--- config.mk ---
export PLATFORM = sky130hd
export DESIGN_NAME = prog_sequencer
export DESIGN_NICKNAME = d
export VERILOG_FILES = /design/src/rtl/seq_pkg.sv /design/src/rtl/seq_field_check.sv /design/src/rtl/seq_stack_arbiter.sv /design/src/rtl/seq_stack.sv /design/src/rtl/prog_sequencer.sv
export SDC_FILE = /design/constraint.sdc
export NUM_CORES = 1
export LEC_CHECK = 0
export BUFFER_PORTS_ARGS = -buffer_cell sky130_fd_sc_hd__buf_2
export CORE_MARGIN = 2
export CORE_UTILIZATION = 62
export CTS_CLUSTER_SIZE = 10
export DETAILED_ROUTE_END_ITERATION = 10
export GPL_TIMING_DRIVEN = 0
export PLACE_DENSITY = 0.9
export SKIP_CTS_REPAIR_TIMING = 1
export SLEW_MARGIN = 20
export SYNTH_ARGS = -nofsm -noshare
export SYNTH_HDL_FRONTEND = slang
export SYNTH_SLANG_ARGS = --single-unit
export TNS_END_PERCENT = 10
--- constraint.sdc ---
create_clock -name clk -period 5.7 [get_ports clk]
set_input_delay 0.57 -clock clk [delete_from_list [all_inputs] [get_ports clk]]
set_output_delay 0.57 -clock clk [all_outputs]
set_load 0.01 [all_outputs]
--- src/rtl/seq_pkg.sv ---
`timescale 1ns/1ps
package seq_pkg;

  localparam int REG_W = 6;

  localparam logic [4:0] VOP_ARPUSH = 5'd26;
  localparam logic [4:0] VOP_ARPOP  = 5'd27;
  localparam logic [4:0] SOP_JUMP   = 5'd9;
  localparam logic [4:0] SOP_CALL   = 5'd11;
  localparam logic [4:0] SOP_RETURN = 5'd12;
  localparam logic [4:0] SOP_ARPUSH = 5'd19;
  localparam logic [4:0] SOP_ARPOP  = 5'd20;

  typedef enum logic [2:0] {
    SK_NONE     = 3'd0,
    SK_PUSH_AR  = 3'd1,
    SK_POP_AR   = 3'd2,
    SK_PUSH_RET = 3'd3,
    SK_POP_RET  = 3'd4
  } stk_kind_e;

  // source numbers above the register file are illegal
  function automatic logic src_illegal(input logic [REG_W-1:0] r);
    return r[REG_W-1];
  endfunction

  // destination numbers above the register file are illegal, except the all-ones dummy
  function automatic logic dst_illegal(input logic [REG_W-1:0] r);
    return r[REG_W-1] && (r != {REG_W{1'b1}});
  endfunction

  // merge the two slot requests: equal merges, different cancels
  function automatic stk_kind_e merge_kind(input stk_kind_e v, input stk_kind_e s);
    if (v == SK_NONE) return s;
    if (s == SK_NONE) return v;
    if (v == s)       return v;
    return SK_NONE;
  endfunction

endpackage

--- src/rtl/seq_field_check.sv ---
`timescale 1ns/1ps
module seq_field_check
  import seq_pkg::*;
(
  input  logic [2:0][REG_W-1:0] srcs,
  input  logic [1:0][REG_W-1:0] dsts,
  output logic                  bad
);

  logic [2:0] src_bad;
  logic [1:0] dst_bad;

  for (genvar g = 0; g < 3; g++) begin : g_src
    assign src_bad[g] = src_illegal(srcs[g]);
  end

  for (genvar g = 0; g < 2; g++) begin : g_dst
    assign dst_bad[g] = dst_illegal(dsts[g]);
  end

  assign bad = (|src_bad) | (|dst_bad);

endmodule

--- src/rtl/seq_stack_arbiter.sv ---
`timescale 1ns/1ps
module seq_stack_arbiter
  import seq_pkg::*;
(
  input  logic       clk,
  input  logic       rst_n,
  input  logic [4:0] vec_op,
  input  logic [4:0] sca_op,
  input  logic       pred_pass,
  output logic       push,
  output logic       pop,
  output logic       ret_push,
  output logic       ret_pop,
  output logic       ar_pop,
  output logic       jump_taken,
  output logic       conflict
);

  stk_kind_e vk, sk, kind;

  always_comb begin
    unique case (vec_op)
      VOP_ARPUSH: vk = SK_PUSH_AR;
      VOP_ARPOP:  vk = SK_POP_AR;
      default:    vk = SK_NONE;
    endcase
  end

  always_comb begin
    sk = SK_NONE;
    if (sca_op == SOP_ARPUSH)                   sk = SK_PUSH_AR;
    else if (sca_op == SOP_ARPOP)               sk = SK_POP_AR;
    else if (sca_op == SOP_CALL   && pred_pass) sk = SK_PUSH_RET;
    else if (sca_op == SOP_RETURN && pred_pass) sk = SK_POP_RET;
  end

  assign kind       = merge_kind(vk, sk);
  assign conflict   = (vk != SK_NONE) && (sk != SK_NONE) && (vk != sk);
  assign push       = (kind == SK_PUSH_AR) || (kind == SK_PUSH_RET);
  assign pop        = (kind == SK_POP_AR)  || (kind == SK_POP_RET);
  assign ret_push   = (kind == SK_PUSH_RET);
  assign ret_pop    = (kind == SK_POP_RET);
  assign ar_pop     = (kind == SK_POP_AR);
  assign jump_taken = (sca_op == SOP_JUMP) && pred_pass;

  AST_SAME_PUSH_MERGES: assert property (@(posedge clk) disable iff (!rst_n)
    (vec_op == VOP_ARPUSH && sca_op == SOP_ARPUSH) |-> (push && !pop));
  AST_SAME_POP_MERGES: assert property (@(posedge clk) disable iff (!rst_n)
    (vec_op == VOP_ARPOP && sca_op == SOP_ARPOP) |-> (pop && !push));
  AST_MIXED_CANCELS: assert property (@(posedge clk) disable iff (!rst_n)
    (vec_op == VOP_ARPUSH && sca_op == SOP_ARPOP) |-> (!push && !pop));

endmodule

--- src/rtl/seq_stack.sv ---
`timescale 1ns/1ps
module seq_stack #(
  parameter int DEPTH = 8,
  parameter int W     = 40
) (
  input  logic         clk,
  input  logic         rst_n,
  input  logic         clear,
  input  logic         push_en,
  input  logic         pop_en,
  input  logic [W-1:0] wdata,
  output logic [W-1:0] rdata,
  output logic         full,
  output logic         empty
);

  localparam int SP_W = $clog2(DEPTH + 1);

  logic [SP_W-1:0]    sp_q;
  logic [SP_W-1:0]    top_idx;
  logic [DEPTH*W-1:0] flat;

  for (genvar g = 0; g < DEPTH; g++) begin : g_ent
    logic [W-1:0] ent_q;
    always_ff @(posedge clk or negedge rst_n) begin
      if (!rst_n)                              ent_q <= '0;
      else if (push_en && sp_q == SP_W'(g))    ent_q <= wdata;
    end
    assign flat[g*W +: W] = ent_q;
  end

  always_ff @(posedge clk or negedge rst_n) begin
    if (!rst_n)        sp_q <= '0;
    else if (clear)    sp_q <= '0;
    else if (push_en)  sp_q <= sp_q + 1'b1;
    else if (pop_en)   sp_q <= sp_q - 1'b1;
  end

  assign empty   = (sp_q == '0);
  assign full    = (sp_q == SP_W'(DEPTH));
  assign top_idx = empty ? '0 : sp_q - 1'b1;
  assign rdata   = flat[top_idx*W +: W];

  AST_NO_OVERFLOW: assert property (@(posedge clk) disable iff (!rst_n)
    push_en |-> !full);
  AST_NO_UNDERFLOW: assert property (@(posedge clk) disable iff (!rst_n)
    pop_en |-> !empty);
  AST_SP_BOUND: assert property (@(posedge clk) disable iff (!rst_n)
    sp_q <= SP_W'(DEPTH));
  AST_PUSH_GROWS: assert property (@(posedge clk) disable iff (!rst_n)
    (push_en && !clear) |=> (sp_q == $past(sp_q) + 1'b1));

endmodule

--- src/rtl/prog_sequencer.sv ---
`timescale 1ns/1ps
module prog_sequencer
  import seq_pkg::*;
#(
  parameter int IADDR_W     = 8,
  parameter int STACK_DEPTH = 8,
  parameter int AREG_W      = 10
) (
  input  logic                  clk,
  input  logic                  rst_n,
  input  logic                  start,
  input  logic                  instr_valid,
  input  logic [4:0]            vec_op,
  input  logic [4:0]            sca_op,
  input  logic [IADDR_W-1:0]    target,
  input  logic                  last,
  input  logic [5:0]            src_a,
  input  logic [5:0]            src_b,
  input  logic [5:0]            src_c,
  input  logic [5:0]            dst_vec,
  input  logic [5:0]            dst_sca,
  input  logic                  pred_pass,
  input  logic [4*AREG_W-1:0]   areg_in,
  output logic [IADDR_W-1:0]    ip,
  output logic [4*AREG_W-1:0]   areg_out,
  output logic                  areg_out_valid,
  output logic                  done,
  output logic                  abort
);

  localparam int AR_W  = 4 * AREG_W;
  localparam int ENT_W = (IADDR_W > AR_W) ? IADDR_W : AR_W;

  logic [IADDR_W-1:0] ip_q, ip_plus, next_ip;
  logic               done_q, abort_q, pop_v_q;
  logic [AR_W-1:0]    pop_d_q;

  logic field_bad;
  logic stk_push, stk_pop, ret_push, ret_pop, ar_pop, jump_taken, conflict;
  logic stk_full, stk_empty;
  logic [ENT_W-1:0] stk_rdata, stk_wdata;
  logic step, stack_err, fault, exec, push_en, pop_en;

  seq_field_check u_fields (
    .srcs ({src_c, src_b, src_a}),
    .dsts ({dst_sca, dst_vec}),
    .bad  (field_bad)
  );

  seq_stack_arbiter u_arb (
    .clk        (clk),
    .rst_n      (rst_n),
    .vec_op     (vec_op),
    .sca_op     (sca_op),
    .pred_pass  (pred_pass),
    .push       (stk_push),
    .pop        (stk_pop),
    .ret_push   (ret_push),
    .ret_pop    (ret_pop),
    .ar_pop     (ar_pop),
    .jump_taken (jump_taken),
    .conflict   (conflict)
  );

  // an instruction is only looked at while running and not restarting
  assign step      = instr_valid && !done_q && !abort_q && !start;
  assign stack_err = (stk_push && stk_full) || (stk_pop && stk_empty);
  assign fault     = step && (field_bad || stack_err);
  assign exec      = step && !fault;
  assign push_en   = exec && stk_push;
  assign pop_en    = exec && stk_pop;

  assign ip_plus   = ip_q + 1'b1;
  assign stk_wdata = ret_push ? ENT_W'(ip_plus) : ENT_W'(areg_in);

  always_comb begin
    if (jump_taken)     next_ip = target;
    else if (ret_push)  next_ip = target;
    else if (ret_pop)   next_ip = stk_rdata[IADDR_W-1:0];
    else                next_ip = ip_plus;
  end

  seq_stack #(
    .DEPTH (STACK_DEPTH),
    .W     (ENT_W)
  ) u_stack (
    .clk     (clk),
    .rst_n   (rst_n),
    .clear   (start),
    .push_en (push_en),
    .pop_en  (pop_en),
    .wdata   (stk_wdata),
    .rdata   (stk_rdata),
    .full    (stk_full),
    .empty   (stk_empty)
  );

  always_ff @(posedge clk or negedge rst_n) begin
    if (!rst_n) begin
      ip_q    <= '0;
      done_q  <= 1'b0;
      abort_q <= 1'b0;
      pop_v_q <= 1'b0;
      pop_d_q <= '0;
    end else if (start) begin
      ip_q    <= '0;
      done_q  <= 1'b0;
      abort_q <= 1'b0;
      pop_v_q <= 1'b0;
    end else begin
      pop_v_q <= 1'b0;
      if (fault) begin
        abort_q <= 1'b1;
      end else if (exec) begin
        if (ar_pop) begin
          pop_v_q <= 1'b1;
          pop_d_q <= stk_rdata[AR_W-1:0];
        end
        if (last) done_q <= 1'b1;
        else      ip_q   <= next_ip;
      end
    end
  end

  assign ip             = ip_q;
  assign done           = done_q;
  assign abort          = abort_q;
  assign areg_out       = pop_d_q;
  assign areg_out_valid = pop_v_q;

  AST_START_CLEARS: assert property (@(posedge clk) disable iff (!rst_n)
    start |=> (ip == '0 && !done && !abort));
  AST_DONE_HOLDS: assert property (@(posedge clk) disable iff (!rst_n)
    (done && !start) |=> (done && $stable(ip)));
  AST_ABORT_HOLDS: assert property (@(posedge clk) disable iff (!rst_n)
    (abort && !start) |=> (abort && $stable(ip)));
  AST_BAD_FIELD_ABORTS: assert property (@(posedge clk) disable iff (!rst_n)
    (step && field_bad) |=> abort);
  AST_JUMP_LANDS: assert property (@(posedge clk) disable iff (!rst_n)
    (exec && jump_taken && !last) |=> (ip == $past(target)));
  AST_STACK_ERR_ABORTS: assert property (@(posedge clk) disable iff (!rst_n)
    (step && stack_err) |=> (abort && $stable(ip)));
  AST_CONFLICT_ADVANCES: assert property (@(posedge clk) disable iff (!rst_n)
    (exec && conflict && !jump_taken && !last) |=> (ip == $past(ip) + 1'b1));

endmodule

Word level (Yosys, flattened, before mapping)
Cells that the tools add are included.

$add $sub $neg: 3. Multipliers: 1. Eq/ne operators: 24. Shifts and indexed selects: 1. Mux-type cells: 39. Bitwise gates (word level): 3. Reductions and logical operators: 42.

Operators with widths (count): variable part select 320 x 11 -> 40 bit (1); 2-to-1 mux 8 bit (7); 2-to-1 mux 40 bit (1); 2-to-1 mux 3 bit (10); logical AND 1 bit (22); == test 5 bit (second input constant) (4); == test 4 x 3 -> 1 bit (second input constant) (4); 2-to-1 mux 1 bit (16); 2-to-1 mux 4 bit (4); == test 5 x 4 -> 1 bit (second input constant) (3); != test 6 bit (second input constant) (2); adder 8 x 1 -> 8 bit (second input constant) (1); == test 4 x 2 -> 1 bit (second input constant) (2); multiplier 4 x 3 -> 7 bit (second input constant) (1); == test 3 x 2 -> 1 bit (second input constant) (2); logical NOT 3 bit (2); AND reduction 3 bit (2); nonzero test 2 bit (3); adder 4 x 1 -> 4 bit (second input constant) (1); == test 4 x 1 -> 1 bit (second input constant) (1); == test 4 bit (second input constant) (1); logical NOT 1 bit (4); logical NOT 4 bit (1); logical OR 1 bit (4); 12 further kinds (14).

Register bits: 375. Bits of input ports: 94. Output and inout port bits: 51. Logic and storage cells: 127.

Depth between registers and ports, before layout
Depth in word-level cells: 26. Mapped depth: 12. Gate-level depth less buffers: 9.

Cells and area by module
From an unflattened synthesis, not the netlist that was laid out.

Cell total of the unflattened synthesis: 1502. Area, all modules: 18761.7 µm².

Modules (own cells, without submodules): seq_stack (times used 1, cells an instance 1234, area an instance 15776.4 µm², seq. area each 8107.8 µm²); prog_sequencer (times used 1, cells an instance 228, area an instance 2717.6 µm², seq. area each 1276.2 µm²); seq_stack_arbiter (times used 1, cells an instance 32, area an instance 221.5 µm², seq. area each 0.0 µm²); seq_field_check (times used 1, cells an instance 8, area an instance 46.3 µm², seq. area each 0.0 µm²).

Least setup slack after synthesis
No wires, ideal clock.

Path type: register to register. Start point: register u_stack.sp_q[0]. End point: register pop_d_q[35], in the netlist areg_out[35]. Library setup time: 0.127 ns. Arrival time: 2.812 ns. Required time: 5.573 ns. Setup slack: 2.760 ns. Cell stages (with the launch flop): 12. Buffers on the path: 3. Period minus slack after synthesis: 2.940 ns. Cell sequence: dfrtp_1 > inv_1 > clkbuf_1 > ha_1 > buf_4 > nor3b_4 > nor2_2 > buf_2 > mux4_2 > nand2_1 > a21oi_1 > mux2_1.

Word-level cells in the longest chain between the ends: 8. Elaborated cells between the ends (all ways): 15. Classes of those cells: add/sub (1); mul (1); eq/ne (1); shift (1); mux (1); bitwise (1); reduce/logical (9).

RTL lines: from (decl) (line seq_stack.sv:19) `logic [SP_W-1:0] sp_q;`; from (signal assigned) (line seq_stack.sv:35) `else if (push_en) sp_q <= sp_q + 1'b1;`; from (signal assigned) (line seq_stack.sv:36) `else if (pop_en) sp_q <= sp_q - 1'b1;`; branches (longest 8 deep; another with multiplier 4 x 3 -> 7 bit); to (signal assigned) (line prog_sequencer.sv:117) `pop_d_q <= stk_rdata[AR_W-1:0];`; to (decl) (line prog_sequencer.sv:36) `logic [AR_W-1:0] pop_d_q;`.

Parallel ways; which one is timed is not known. A chain may end at the register's enable or synchronous reset.

Worst setup path after layout
Start point: register u_stack.sp_q[0]. End point: register pop_d_q[37], in the netlist areg_out[37].

Same word-level chain as after synthesis.

==> out/results.tsv <==
stage	metric	value	unit
timing	finalSetupViolCount	0	
place	place_hpwl	32900	µm
yosys	async_flop_share	100	%
global_route	track_usage	36.1	%
timing	whs	0.302	ns
min_path	hold_class	input pin to register	
route	drt_iter0_drc	1980	
global_route	grt_pass1_wl	79900	µm
min_path	worstHoldPathCells	3	
final_layout	instances_no_fill	2162	
final_layout	final_cell_mix	444 x nand2_1, 375 x dfrtp_1, 334 x o21ai_0, 141 x buf_2, 94 x clkbuf_1	
global_route	grt_antenna_before_repair	0	
critical_path	rr_worst_depth	11	
critical_path	cp.arrival	4.32	ns
power_and_ir_drop	power_density	273	nW/µm²
route	vias	14600	
final_layout	diodes	0	
power_and_ir_drop	sw_frac_of_total	21.7	%
route	drc	0	
yosys	synth_seq_cells	375	
yosys	synth_cell_type_count	62	
cts	clockBufferDepth	3	
die	ios	145	
global_route	gr-total-overflow	0	
die	die_y	169	µm
critical_path	critical_path_peak_fanout	11	
die	coreArea	26900	µm²
min_path	hold_start	last	
cts	cts_max_level	2	
critical_path	endpoint_kind	register	
cts	clkSinkCount	375	
critical_path	rr_startpoint	u_stack.sp_q[0]	
yosys	synth_edf_count	0	
place	portBuffers	129	
die	die_x	169	µm
critical_path	setup.worst_path.class	register to register	
final_layout	syn_to_final_growth	14.0	%
yosys	syn_inst	1639	
timing	slew-limit-headroom	36.9	%
die	die-area	28600	µm²
cts	root_buffer	clkbuf_16	
final_layout	final_nets	1917	
power_and_ir_drop	p_switching	1140	µW
place	dp.cells	2113	
critical_path	startpoint_type	register	
die	rows	60	
cts	cts-buffers-inserted	43	
critical_path	regToRegSetupSlack	1.80	ns
power_and_ir_drop	combPwrFrac	3.3	%
yosys	synth-main-ff-cell	dfrtp_1	
final_layout	finish.instance_area	19300	µm²
global_route	grt_pass1_vias	15100	
yosys	yosysWarnings	0	
global_route	grt_max_degree	101	
final_layout	final_common_cell	nand2_1	
final_layout	drive_gt1_share	16.1	%
route	ant_nets	0	
timing	finalCritPeriodShare	68.4	%
route	vias_per_cell	6.76	
timing	slew_violations	0	
yosys	syn-cell-area	16900	µm²
yosys	seq_area_frac_synth	55.5	%
route	routed_wl	50600	µm
place	dpl_cell_area	18100	µm²
route	wl_per_cell	23.4	µm
critical_path	required	6.12	ns
power_and_ir_drop	total_leakage_power	0.00881	µW
timing	clock_skew	0.0153	ns
run	maxCapViolations	0	
cts	path_clk_slew	0.06	ns
die	initial_utilization	62.9	%
yosys	synthesis.nets	1738	
power_and_ir_drop	clkPwrFrac	46.0	%
yosys	syn_area_per_cell	10.3	µm²
timing	clock.fmax	0.257	GHz
critical_path	reg2reg_to	areg_out[37]	
power_and_ir_drop	p_int	4130	µW
timing	worstMarginPinSlew	0.946	ns
timing	hold_viol	0	
timing	rsz0062_at_grt	false	
power_and_ir_drop	worst_ir_drop_vdd	228	µV
place	gp_congestion	0.882	
power_and_ir_drop	seqPwrFrac	50.7	%
timing	period_needed	3.90	ns
power_and_ir_drop	report.power.total	5270	µW
route	first_pass_iters	6	
min_path	min_to	done	
cts	cts_tree	built	
cts	clk-insertion-delay-late	0.55	ns
run_status	outcome	finished, final reports clean	
## how the worst max path moves through the flow
stage                     from                         end
6_report       u_stack.sp_q[0]                areg_out[37]
5_1_grt        u_stack.sp_q[0]                areg_out[38]
4_1_cts        u_stack.sp_q[0]                areg_out[38]
3_5_place_dp   u_stack.sp_q[0]                areg_out[38]
3_3_place_gp             rst_n  u_stack.g_ent[0].ent_q[11]
2_1_floorplan  u_stack.sp_q[0]                areg_out[35]
## through the flow
stage	util, %	setup TNS (ns)	setup WS, ns
floorplan	-	0	2.76
detailed placement	67.4	0	1.88
global route	71.7	0	1.62
global placement	66.9	-1034.06	-2.79
CTS	71.7	0	1.84
finish	71.7	0	1.80
## Yosys cell counts (7+ instances only)
cell type | n | area [µm²]
clkbuf_1 | 93 | 349
mux4_2 | 62 | 1400
mux2i_1 | 18 | 180
o21ai_0 | 334 | 1670
o21ai_1 | 19 | 95.1
mux2_4 | 10 | 150
a21oi_1 | 55 | 275
inv_1 | 7 | 26.3
buf_2 | 13 | 65.1
nand3_1 | 23 | 115
nor2_1 | 23 | 86.3
mux2_1 | 23 | 259
nand3b_1 | 12 | 90.1
mux2_2 | 7 | 78.8
nor3_1 | 15 | 75.1
nand2_1 | 444 | 1670
dfrtp_1 | 375 | 9380
a221oi_1 | 8 | 70.1
## power groups by stage
stage / clock network, µW / registers, µW / logic [µW]
after global routing: 2530 / 2670 / 193
after global placement: 0 / 2720 / 154
after detailed placement: 0 / 2720 / 171
after floorplan: 0 / 2720 / 53.6
final: 2420 / 2670 / 173
after CTS: 2410 / 2670 / 173
## worst max-delay path, cell delays in order, from the launching register on
cell and delay (ns):
dfrtp_1 0.46, inv_1 0.14, clkbuf_1 0.28, ha_1 0.30
buf_4 0.17, nor3b_4 0.19, nor2_2 0.67, buf_2 0.48
mux4_2 0.57, nand2_1 0.08, a21oi_1 0.12, mux2_2 0.31
## state kept, by name (all words and copies together) (netlist names)
register             cells
ip                       8
u_stack.sp_q             4
areg_out                40
areg_out_valid           1
done                     1
u_stack.g_ent.ent_q    320
abort                    1
## cell families (layout without fill, tap and decap cells)
| logic type | after synthesis | count (layout) | share of synthesized area (%) |
|---|---|---|---|
| compound gates | 456 | 456 | 14.8 |
| fa+ha+maj | 5 | 5 | 0.370 |
| xor+xnor | 7 | 7 | 0.363 |
| simple gates | 554 | 554 | 13.7 |
| buf+inv | 122 | 304 | 3.05 |
| mux | 120 | 120 | 12.2 |
| flops | 375 | 375 | 55.5 |
## final cells by class
type | instances | area (µm²)
flip-flops and latches | 375 | 9380
multi-input cells | 1142 | 7010
plain buffers | 115 | 489
inverters | 7 | 26.3
repair buffers | 134 | 776
fillers | 1752 | 7600
well taps | 341 | 427
clock buffers | 48 | 1160
## metal layers
metal	up-vias	share of wire, %	global-route usage (%)
li1	6053	-	-
met1	7059	35	45.3
met2	1213	47	57.7
met3	294	13	10.2
met4	0	5.4	19.1
met5	-	0	0
Note: power is estimated with default switching activity, not from simulation.
